## config.mk

```make
export PLATFORM = sky130hd
export DESIGN_NAME = dram_refresh_seq
export DESIGN_NICKNAME = d
export VERILOG_FILES = /design/src/rtl/rfsh_pkg.sv /design/src/rtl/rfsh_interval.sv /design/src/rtl/rfsh_timer.sv /design/src/rtl/rfsh_fsm.sv /design/src/rtl/dram_refresh_seq.sv
export SDC_FILE = /design/constraint.sdc
export NUM_CORES = 1
export LEC_CHECK = 0
export BUFFER_PORTS_ARGS = -buffer_cell sky130_fd_sc_hd__buf_2
export CORE_ASPECT_RATIO = 1.4
export CORE_MARGIN = 2
export CORE_UTILIZATION = 54
export CTS_CLUSTER_SIZE = 40
export DETAILED_ROUTE_END_ITERATION = 16
export PLACE_DENSITY = 0.82
export SLEW_MARGIN = 40
export SYNTH_ARGS = -nofsm -noshare
export SYNTH_HDL_FRONTEND = slang
export SYNTH_SLANG_ARGS = --single-unit
```

## constraint.sdc

```tcl
create_clock -name clk -period 4.3 [get_ports clk]
set_clock_uncertainty 0.15 [all_clocks]
set_input_delay 0.215 -clock clk [delete_from_list [all_inputs] [get_ports clk]]
set_output_delay 0.215 -clock clk [all_outputs]
set_load 0.05 [all_outputs]
```

## src/rtl/rfsh_pkg.sv

```systemverilog
package rfsh_pkg;

    localparam int PHASE_W = 3;

    typedef enum logic [PHASE_W-1:0] {
        PH_IDLE      = 3'd0,
        PH_DRAIN     = 3'd1,
        PH_PD_EXIT   = 3'd2,
        PH_SREF_EXIT = 3'd3,
        PH_PRE       = 3'd4,
        PH_START     = 3'd5,
        PH_RUN       = 3'd6
    } rfsh_phase_e;

    typedef enum logic [1:0] {
        PWR_AWAKE    = 2'd0,
        PWR_ACT_PDN  = 2'd1,
        PWR_PRE_PDN  = 2'd2,
        PWR_OTHER_PD = 2'd3
    } rank_pwr_e;

    // Rank needs a wakeup before any command when it is not awake.
    function automatic logic pwr_needs_wake(rank_pwr_e p);
        return p != PWR_AWAKE;
    endfunction

    // Precharge power-down at refresh time sends the rank to self-refresh.
    function automatic logic pwr_goes_sref(rank_pwr_e p);
        return p == PWR_PRE_PDN;
    endfunction

endpackage

```

## src/rtl/rfsh_interval.sv

```systemverilog
module rfsh_interval #(
    parameter int REFI_W = 16
) (
    input  logic              clk,
    input  logic              rst,
    input  logic [REFI_W-1:0] trefi_i,
    input  logic              ref_issued_i,
    input  logic              take_i,
    output logic              need_o
);
    logic [REFI_W-1:0] cnt_q;
    logic              need_q;
    logic              expire;

    // Wider compare so a tREFI of zero or all ones behaves sanely.
    assign expire = !ref_issued_i &&
                    (({1'b0, cnt_q} + (REFI_W+1)'(1)) >= {1'b0, trefi_i});

    always_ff @(posedge clk) begin
        if (rst) begin
            cnt_q  <= '0;
            need_q <= 1'b0;
        end else begin
            if (ref_issued_i || expire) cnt_q <= '0;
            else                        cnt_q <= cnt_q + REFI_W'(1);
            need_q <= expire || (need_q && !take_i);
        end
    end

    assign need_o = need_q;

    p_expire_sets_need_r3: assert property (@(posedge clk) disable iff (rst)
        expire |=> need_q);

    p_need_kept_r11: assert property (@(posedge clk) disable iff (rst)
        need_q && !take_i |=> need_q);

endmodule

```

## src/rtl/rfsh_timer.sv

```systemverilog
module rfsh_timer #(
    parameter int TIM_W = 8
) (
    input  logic             clk,
    input  logic             rst,
    input  logic             load_i,
    input  logic [TIM_W-1:0] load_val_i,
    output logic             zero_o
);
    logic [TIM_W-1:0] cnt_q;

    always_ff @(posedge clk) begin
        if (rst)                cnt_q <= '0;
        else if (load_i)        cnt_q <= load_val_i;
        else if (cnt_q != '0)   cnt_q <= cnt_q - TIM_W'(1);
    end

    assign zero_o = (cnt_q == '0);

    p_step_down_r7: assert property (@(posedge clk) disable iff (rst)
        !load_i && cnt_q != '0 |=> cnt_q == $past(cnt_q) - TIM_W'(1));

    p_zero_rests_r8: assert property (@(posedge clk) disable iff (rst)
        !load_i && zero_o |=> zero_o);

endmodule

```

## src/rtl/rfsh_fsm.sv

```systemverilog
module rfsh_fsm
    import rfsh_pkg::*;
#(
    parameter int TIM_W = 8
) (
    input  logic             clk,
    input  logic             rst,
    input  logic             need_i,
    input  logic             drained_i,
    input  logic             banks_open_i,
    input  rank_pwr_e        pwr_i,
    input  logic             sref_done_i,
    input  logic             tmr_zero_i,
    input  logic [TIM_W-1:0] trp_i,
    input  logic [TIM_W-1:0] trfc_i,
    output logic             take_o,
    output logic             tmr_load_o,
    output logic [TIM_W-1:0] tmr_val_o,
    output rfsh_phase_e      phase_o,
    output logic             wakeup_o,
    output logic             prea_o,
    output logic             ref_o
);
    rfsh_phase_e st_q, st_n;
    logic        sref_q, sref_n;
    logic        prea_q;

    always_comb begin
        st_n       = st_q;
        sref_n     = sref_q;
        take_o     = 1'b0;
        tmr_load_o = 1'b0;
        tmr_val_o  = '0;
        unique case (st_q)
            PH_IDLE: if (need_i) begin
                st_n   = PH_DRAIN;
                take_o = 1'b1;
            end
            PH_DRAIN: if (drained_i) st_n = PH_PD_EXIT;
            PH_PD_EXIT: begin
                sref_n     = pwr_goes_sref(pwr_i);
                tmr_load_o = 1'b1;
                if (banks_open_i) begin
                    st_n      = PH_PRE;
                    tmr_val_o = trp_i - TIM_W'(1);
                end else begin
                    st_n      = PH_START;
                    tmr_val_o = trfc_i - TIM_W'(1);
                end
            end
            PH_PRE: if (tmr_zero_i) begin
                st_n       = PH_START;
                tmr_load_o = 1'b1;
                tmr_val_o  = trfc_i - TIM_W'(1);
            end
            PH_START: st_n = PH_RUN;
            PH_RUN: if (tmr_zero_i) st_n = sref_q ? PH_SREF_EXIT : PH_IDLE;
            PH_SREF_EXIT: if (sref_done_i) st_n = PH_DRAIN;
            default: st_n = PH_IDLE;
        endcase
    end

    always_ff @(posedge clk) begin
        if (rst) begin
            st_q   <= PH_IDLE;
            sref_q <= 1'b0;
            prea_q <= 1'b0;
        end else begin
            st_q   <= st_n;
            sref_q <= sref_n;
            prea_q <= (st_n == PH_PRE) && (st_q != PH_PRE);
        end
    end

    assign phase_o  = st_q;
    assign wakeup_o = (st_q == PH_PD_EXIT) && pwr_needs_wake(pwr_i);
    assign prea_o   = prea_q;
    assign ref_o    = (st_q == PH_START);

    p_legal_code_r2: assert property (@(posedge clk) disable iff (rst)
        st_q != 3'd7);

    p_drain_hold_r4: assert property (@(posedge clk) disable iff (rst)
        st_q == PH_DRAIN && !drained_i |=> st_q == PH_DRAIN);

    p_pdexit_once_r5: assert property (@(posedge clk) disable iff (rst)
        st_q == PH_PD_EXIT |=> st_q == PH_PRE || st_q == PH_START);

    p_prea_in_pre_r7: assert property (@(posedge clk) disable iff (rst)
        prea_q |-> st_q == PH_PRE);

    p_start_to_run_r8: assert property (@(posedge clk) disable iff (rst)
        st_q == PH_START |=> st_q == PH_RUN);

    p_sref_wait_r9: assert property (@(posedge clk) disable iff (rst)
        st_q == PH_SREF_EXIT && !sref_done_i |=> st_q == PH_SREF_EXIT);

endmodule

```

## src/rtl/dram_refresh_seq.sv

```systemverilog
module dram_refresh_seq
    import rfsh_pkg::*;
#(
    parameter int REFI_W = 16,
    parameter int TIM_W  = 8,
    parameter int OUT_W  = 6
) (
    input  logic              clk,
    input  logic              rst,
    input  logic [OUT_W-1:0]  inflight_cnt_i,
    input  logic              banks_open_i,
    input  logic [1:0]        pwr_state_i,
    input  logic              sref_exit_done_i,
    input  logic [REFI_W-1:0] trefi_i,
    input  logic [TIM_W-1:0]  trp_i,
    input  logic [TIM_W-1:0]  trfc_i,
    output logic              wakeup_o,
    output logic              prea_o,
    output logic              refresh_o,
    output logic              burst_allowed_o,
    output logic [2:0]        phase_o
);
    logic             need;
    logic             take;
    logic             tmr_load;
    logic [TIM_W-1:0] tmr_val;
    logic             tmr_zero;
    rfsh_phase_e      phase;
    rank_pwr_e        pwr;

    assign pwr = rank_pwr_e'(pwr_state_i);

    rfsh_interval #(.REFI_W(REFI_W)) u_interval (
        .clk          (clk),
        .rst          (rst),
        .trefi_i      (trefi_i),
        .ref_issued_i (refresh_o),
        .take_i       (take),
        .need_o       (need)
    );

    rfsh_timer #(.TIM_W(TIM_W)) u_timer (
        .clk        (clk),
        .rst        (rst),
        .load_i     (tmr_load),
        .load_val_i (tmr_val),
        .zero_o     (tmr_zero)
    );

    rfsh_fsm #(.TIM_W(TIM_W)) u_fsm (
        .clk          (clk),
        .rst          (rst),
        .need_i       (need),
        .drained_i    (inflight_cnt_i == '0),
        .banks_open_i (banks_open_i),
        .pwr_i        (pwr),
        .sref_done_i  (sref_exit_done_i),
        .tmr_zero_i   (tmr_zero),
        .trp_i        (trp_i),
        .trfc_i       (trfc_i),
        .take_o       (take),
        .tmr_load_o   (tmr_load),
        .tmr_val_o    (tmr_val),
        .phase_o      (phase),
        .wakeup_o     (wakeup_o),
        .prea_o       (prea_o),
        .ref_o        (refresh_o)
    );

    assign phase_o         = phase;
    assign burst_allowed_o = (phase == PH_IDLE);

    p_no_burst_with_cmd_r10: assert property (@(posedge clk) disable iff (rst)
        burst_allowed_o |-> !(refresh_o || prea_o || wakeup_o));

    p_ref_single_r12: assert property (@(posedge clk) disable iff (rst)
        refresh_o |=> !refresh_o);

    p_prea_single_r12: assert property (@(posedge clk) disable iff (rst)
        prea_o |=> !prea_o);

    p_wake_single_r12: assert property (@(posedge clk) disable iff (rst)
        wakeup_o |=> !wakeup_o);

endmodule

```

### Word-level counts from Yosys, hierarchy flattened

Cells that the tools add are included.

* bits in registers: 30
* input bits: 44
* output and inout port bits: 7

* add/subtract/negate cells: 5
* $lt $le $gt $ge: 1
* equal/unequal tests: 9
* multiplexer cells: 17
* reductions and logical operators: 15

Operators with widths (number)
* two-way mux 8 bit: 4
* subtractor 8 x 1 -> 8 bit (second input constant): 3
* case mux 3 bit (7 select lines): 1
* adder 16 x 1 -> 17 bit (second input constant): 1
* greater-or-equal comparator 17 x 16 -> 1 bit: 1
* adder 16 x 1 -> 16 bit (second input constant): 1
* case mux 8 bit (2 select lines): 1
* two-way mux 3 bit: 5
* == test 3 bit (second input constant): 4
* zero test 8 bit: 1
* nonzero test 8 bit: 1
* == test 3 x 2 -> 1 bit (second input constant): 2
* zero test 6 bit: 1
* logical AND 1 bit: 4
* two-way mux 1 bit: 4
* nonzero test 2 bit: 2
* == test 3 x 1 -> 1 bit (second input constant): 1
* zero test 3 bit: 1
* != test 3 bit (second input constant): 1
* == test 2 bit (second input constant): 1
* zero test 1 bit: 2
* logical OR 1 bit: 2
* two-way mux 2 bit: 1
* case mux 1 bit (2 select lines): 1
* OR reduction 2 bit: 1

### Logic depth before layout (Yosys ltp)

* depth after elaboration: 5
* depth in mapped cells: 13
* depth with buffers taken out: 11

### Hierarchy

Synthesis repeated with hierarchy kept, for this count alone.

* cell total of the unflattened synthesis: 272
* area total of the unflattened synthesis: 2447.3 um2

By module, submodules not included
* rfsh_interval: instances 1, cells each 135, area each 1336.3 um2
* rfsh_fsm: instances 1, cells each 81, area each 613.1 um2
* rfsh_timer: instances 1, cells each 53, area each 475.5 um2
* dram_refresh_seq: instances 1, cells each 3, area each 22.5 um2

### Worst setup path before layout

Ideal clock, no wire load.

* kind: register to register
* start point: register u_interval.cnt_q[0]
* end point: register u_interval.cnt_q[10]
* data arrival time: 2.760 ns
* required time: 4.019 ns
* path slack: 1.259 ns
* stages on the path, launching flop included: 14
* buffers on the path: 2
* path through: dfxtp_1 > ha_1 > nand2_1 > or2_2 > clkbuf_1 > nand2b_1 > xnor2_1 > ha_1 > nand3_1 > nor3_1 > nand2_1 > o22ai_1 > clkbuf_1 > nor3b_1

* longest elaborated chain between the ends: 5

RTL lines
* start, declared: RTL line rfsh_interval.sv:11 `logic [REFI_W-1:0] cnt_q;`
* start signal, assigned: RTL line rfsh_interval.sv:25 `else cnt_q <= cnt_q + REFI_W'(1);`
* adder 16 x 1 -> 17 bit: RTL line rfsh_interval.sv:17 `(({1'b0, cnt_q} + (REFI_W+1)'(1)) >= {1'b0, trefi_i});`
* greater-or-equal comparator 17 x 16 -> 1 bit: RTL line rfsh_interval.sv:17
* logical AND 1 bit: RTL line rfsh_interval.sv:16 `assign expire = !ref_issued_i &&`
* logical OR 1 bit: RTL line rfsh_interval.sv:24 `if (ref_issued_i || expire) cnt_q <= '0;`
* OR reduction 2 bit (no source line)

Parallel ways exist; a longest one is shown, timed or not.
A chain may end at the register's enable or synchronous reset.

### Worst setup path in the final report

* start point: register u_interval.cnt_q[0]
* end point: register u_interval.cnt_q[7]

The elaborated chain is that of the path after synthesis.

==> reports/qor.txt <==
crit end category -> flip-flop
number of global-route vias before repair -> 1,973
outcome -> finished, final reports clean
placed cell areas -> 0.00248 mm²
Crit Reg-Reg Startpoint -> u_interval.cnt_q[0]$_SDFF_PP0_
Max Cap Violations -> 0
antenna violations before repair -> 0
Util after Layout -> 65.5%
area taken by multi-input logic gates -> 0.00146 mm²
Worst Path Class, Setup -> reg -> reg
final std cells w/o fill -> 368
worst vdd ir -> 391 µV
Hold Vio Cnt, Final -> 0
via count -> 2,054
FILL cells -> 353
CP Launch Type -> flip-flop
maximum buffer depth of the clock tree -> 2
# resized after CTS -> 0
Cells after Synth -> 273
post-CTS setup repair buffer count -> 0
Syn-to-layout area delta -> 16.8%
max incr delay on CP -> 0.49 ns
sequential share of the synthesized area -> 27.3%
syn_nets -> 337
layout cells sized above 1 -> 20.6%
largest net degree at the start of global routing -> 18
Worst-Skew Late Latency -> 0.28 ns
Routed Antenna Nets -> 0
worst reg-to-reg path cell count -> 10
Critical-path top delay cell -> nand3_1
Hold Buf Count CTS -> 0
Port Buffer Count -> 50
routed wire length -> 4.82 mm
Die H -> 79.5 µm
H-tree levels -> 2
Worst Hold End -> u_fsm.sref_q$_SDFFE_PP0P_
max frequency -> 0.308 GHz
die area -> 0.00460 mm²
Starting Density -> 56.1%
hold_sp -> pwr_state_i[0]
Post-synth top flop -> dfxtp_1
CTS tree -> done
worst r2r dst -> u_interval.cnt_q[7]$_SDFF_PP0_
Post-Syn Area per Cell -> 8.05 µm²
crit path buf inv count -> 0
overall routing resource usage -> 22.8%
Final setup viols -> 0
RSZ-0062 raised after global routing -> false
Inserted Diodes -> 0
number of top-level pins -> 51
Cell variety after synth -> 46
gpl congestion -> 0.805
Placeable Area -> 0.00392 mm²
r2r setup slk -> 1.06 ns
CTS Buf Count -> 5
num rows -> 27
Critical Path RT -> 4.34 ns
Pleak -> 0.00117 µW
crit path cell chain -> ha_1 > nand2_1 > or2_2 > nand2b_1 > xnor2_1 > ha_1 > a21o_1 > a211oi_1 > nand3_1 > nor3b_1
Min Hold Slack -> 0.0742 ns
Fin Setup TNS -> 0 ns
die width -> 57.9 µm
Design Area, Final -> 0.00257 mm²
Vias per Instance -> 5.58
Wirelength per Cell -> 13.1 µm
PwrDens -> 371 mW/mm²
Worst Path Arrival -> 3.28 ns
Inst Count DP -> 360
DR pass1 iterations -> 4
fin. max-slew vios -> 0
Worst Hold Path Cells -> 3
global-route wire length before repair -> 8.29 mm
Final Net Count -> 388
Post-Syn Area -> 0.00220 mm²
GRT overflow -> 0
#FFs+latches synth -> 30
hpwl dp -> 3.96 mm
worst slew pin tran -> 0.606 ns
final period utilization -> 75.5%
critical path's top delay family -> simple AND/OR/NAND/NOR gates
number of synthesized flops with an enable pin -> 0
Synth async-reset ratio -> 0%
most frequent CP cell -> ha_1
max_slew headroom -> 59.5%
DRC Markers -> 0
clk root buf -> clkbuf_8
Clock transition at path regs -> 0.06 ns
Sink Count -> 30
yosys warns -> 0
Final min period -> 3.24 ns
register area -> 601 µm²
Worst Path Max Fanout -> 16
Detailed Route Iter0 Violations -> 59
Min-Delay Path Class -> in -> reg
## flip-flops by register name (all words and copies together), names as in the netlist
| name | cells |
|---|---|
| u_fsm.prea_o | 1 |
| u_timer.cnt_q | 8 |
| u_interval.need_o | 1 |
| u_fsm.sref_q | 1 |
| u_fsm.phase_o | 3 |
| u_interval.cnt_q | 16 |
## worst max path at each step
stage	startpoint	endpoint	slack, ns	depth (start not counted)
detailed placement	u_interval.cnt_q[0]$_SDFF_PP0_	u_interval.cnt_q[11]$_SDFF_PP0_	1.06	10
CTS	u_interval.cnt_q[0]$_SDFF_PP0_	u_interval.cnt_q[11]$_SDFF_PP0_	1.03	10
global placement	u_interval.cnt_q[0]$_SDFF_PP0_	u_interval.cnt_q[14]$_SDFF_PP0_	1.24	10
floorplan	u_interval.cnt_q[0]$_SDFF_PP0_	u_interval.cnt_q[10]$_SDFF_PP0_	1.26	13
global route	u_interval.cnt_q[0]$_SDFF_PP0_	u_interval.cnt_q[2]$_SDFF_PP0_	0.63	10
finish	u_interval.cnt_q[0]$_SDFF_PP0_	u_interval.cnt_q[7]$_SDFF_PP0_	1.06	10
## cell families after synthesis
logic type,count (synthesis),synth area share [%]
AO/OA/AOI/OAI,47,14.9
XOR/XNOR,29,11.6
adder cells (fa/ha/maj),20,11.4
buffers and inverters,35,6.32
flip-flops,30,27.3
multiplexers,1,0.455
AND/OR/NAND/NOR,111,28.1
## power by group
group / internal [µW] / switching [µW] / total (µW)
Sequential: 317 / 53.2 / 370
Clock: 129 / 104 / 233
Combinational: 176 / 173 / 348
## worst register-to-register path, stage by stage, from the launching register on
cell and delay, ns:
dfxtp_1 0.38, ha_1 0.24, nand2_1 0.07, or2_2 0.34, nand2b_1 0.17, xnor2_1 0.19, ha_1 0.28, a21o_1 0.16
a211oi_1 0.30, nand3_1 0.49, nor3b_1 0.36
## layout by cell type (no fill, tap or decap), types with 6 or more instances in the layout
cell type / netlist / layout
a21oi_1: 12 / 12
buf_2: 0 / 50
clkbuf_8: 0 / 6
dfxtp_1: 30 / 30
ha_1: 20 / 20
inv_1: 28 / 28
nand2_1: 20 / 20
nand3_1: 10 / 10
nor2_1: 28 / 28
nor3_1: 8 / 8
nor3b_1: 14 / 14
o22ai_1: 7 / 7
xnor2_1: 17 / 17
xor2_1: 12 / 12
## per-layer routing
layer | track usage (%) | vias up | share of wire (%)
met1 | 22.1 | 928 | 40
met5 | 0 | - | 0
li1 | - | 1070 | -
met2 | 46.3 | 47 | 55
met3 | 3.40 | 9 | 2.9
met4 | 8.14 | 0 | 2.0
## area by class of cell
class | instances | share of cell area, %
inverter | 28 | 4.09
timing repair buffer | 51 | 10.0
sequential | 30 | 23.4
clock inverter | 1 | 0.195
tap | 43 | 2.10
multi-input combinational | 208 | 56.8
clock buffer | 7 | 3.36
## synthesized netlist by cell type (4+ instances only)
| cell | n | area [µm²] |
|---|---|---|
| nor2_1 | 28 | 105 |
| inv_1 | 28 | 105 |
| a21oi_1 | 12 | 60.1 |
| nand2_1 | 20 | 75.1 |
| nand4_1 | 5 | 31.3 |
| xor2_1 | 12 | 105 |
| dfxtp_1 | 30 | 601 |
| nor3_1 | 8 | 40.0 |
| nand2b_1 | 4 | 25.0 |
| ha_1 | 20 | 250 |
| nor3b_1 | 14 | 105 |
| nand3_1 | 10 | 50.1 |
| o22ai_1 | 7 | 43.8 |
| o21ai_0 | 4 | 20.0 |
| a211oi_1 | 4 | 30.0 |
| xnor2_1 | 17 | 149 |
| o21a_1 | 5 | 37.5 |
| nor4_1 | 4 | 25.0 |
| clkbuf_1 | 6 | 22.5 |
## stage by stage
stage / total power [µW] / setup slack, ns
after floorplan: 640 / 1.26
after global placement: 705 / 1.24
after detailed placement: 714 / 1.06
after CTS: 953 / 1.03
after global routing: 1010 / 0.628
final: 951 / 1.06
(Power assumes the default switching activity.)
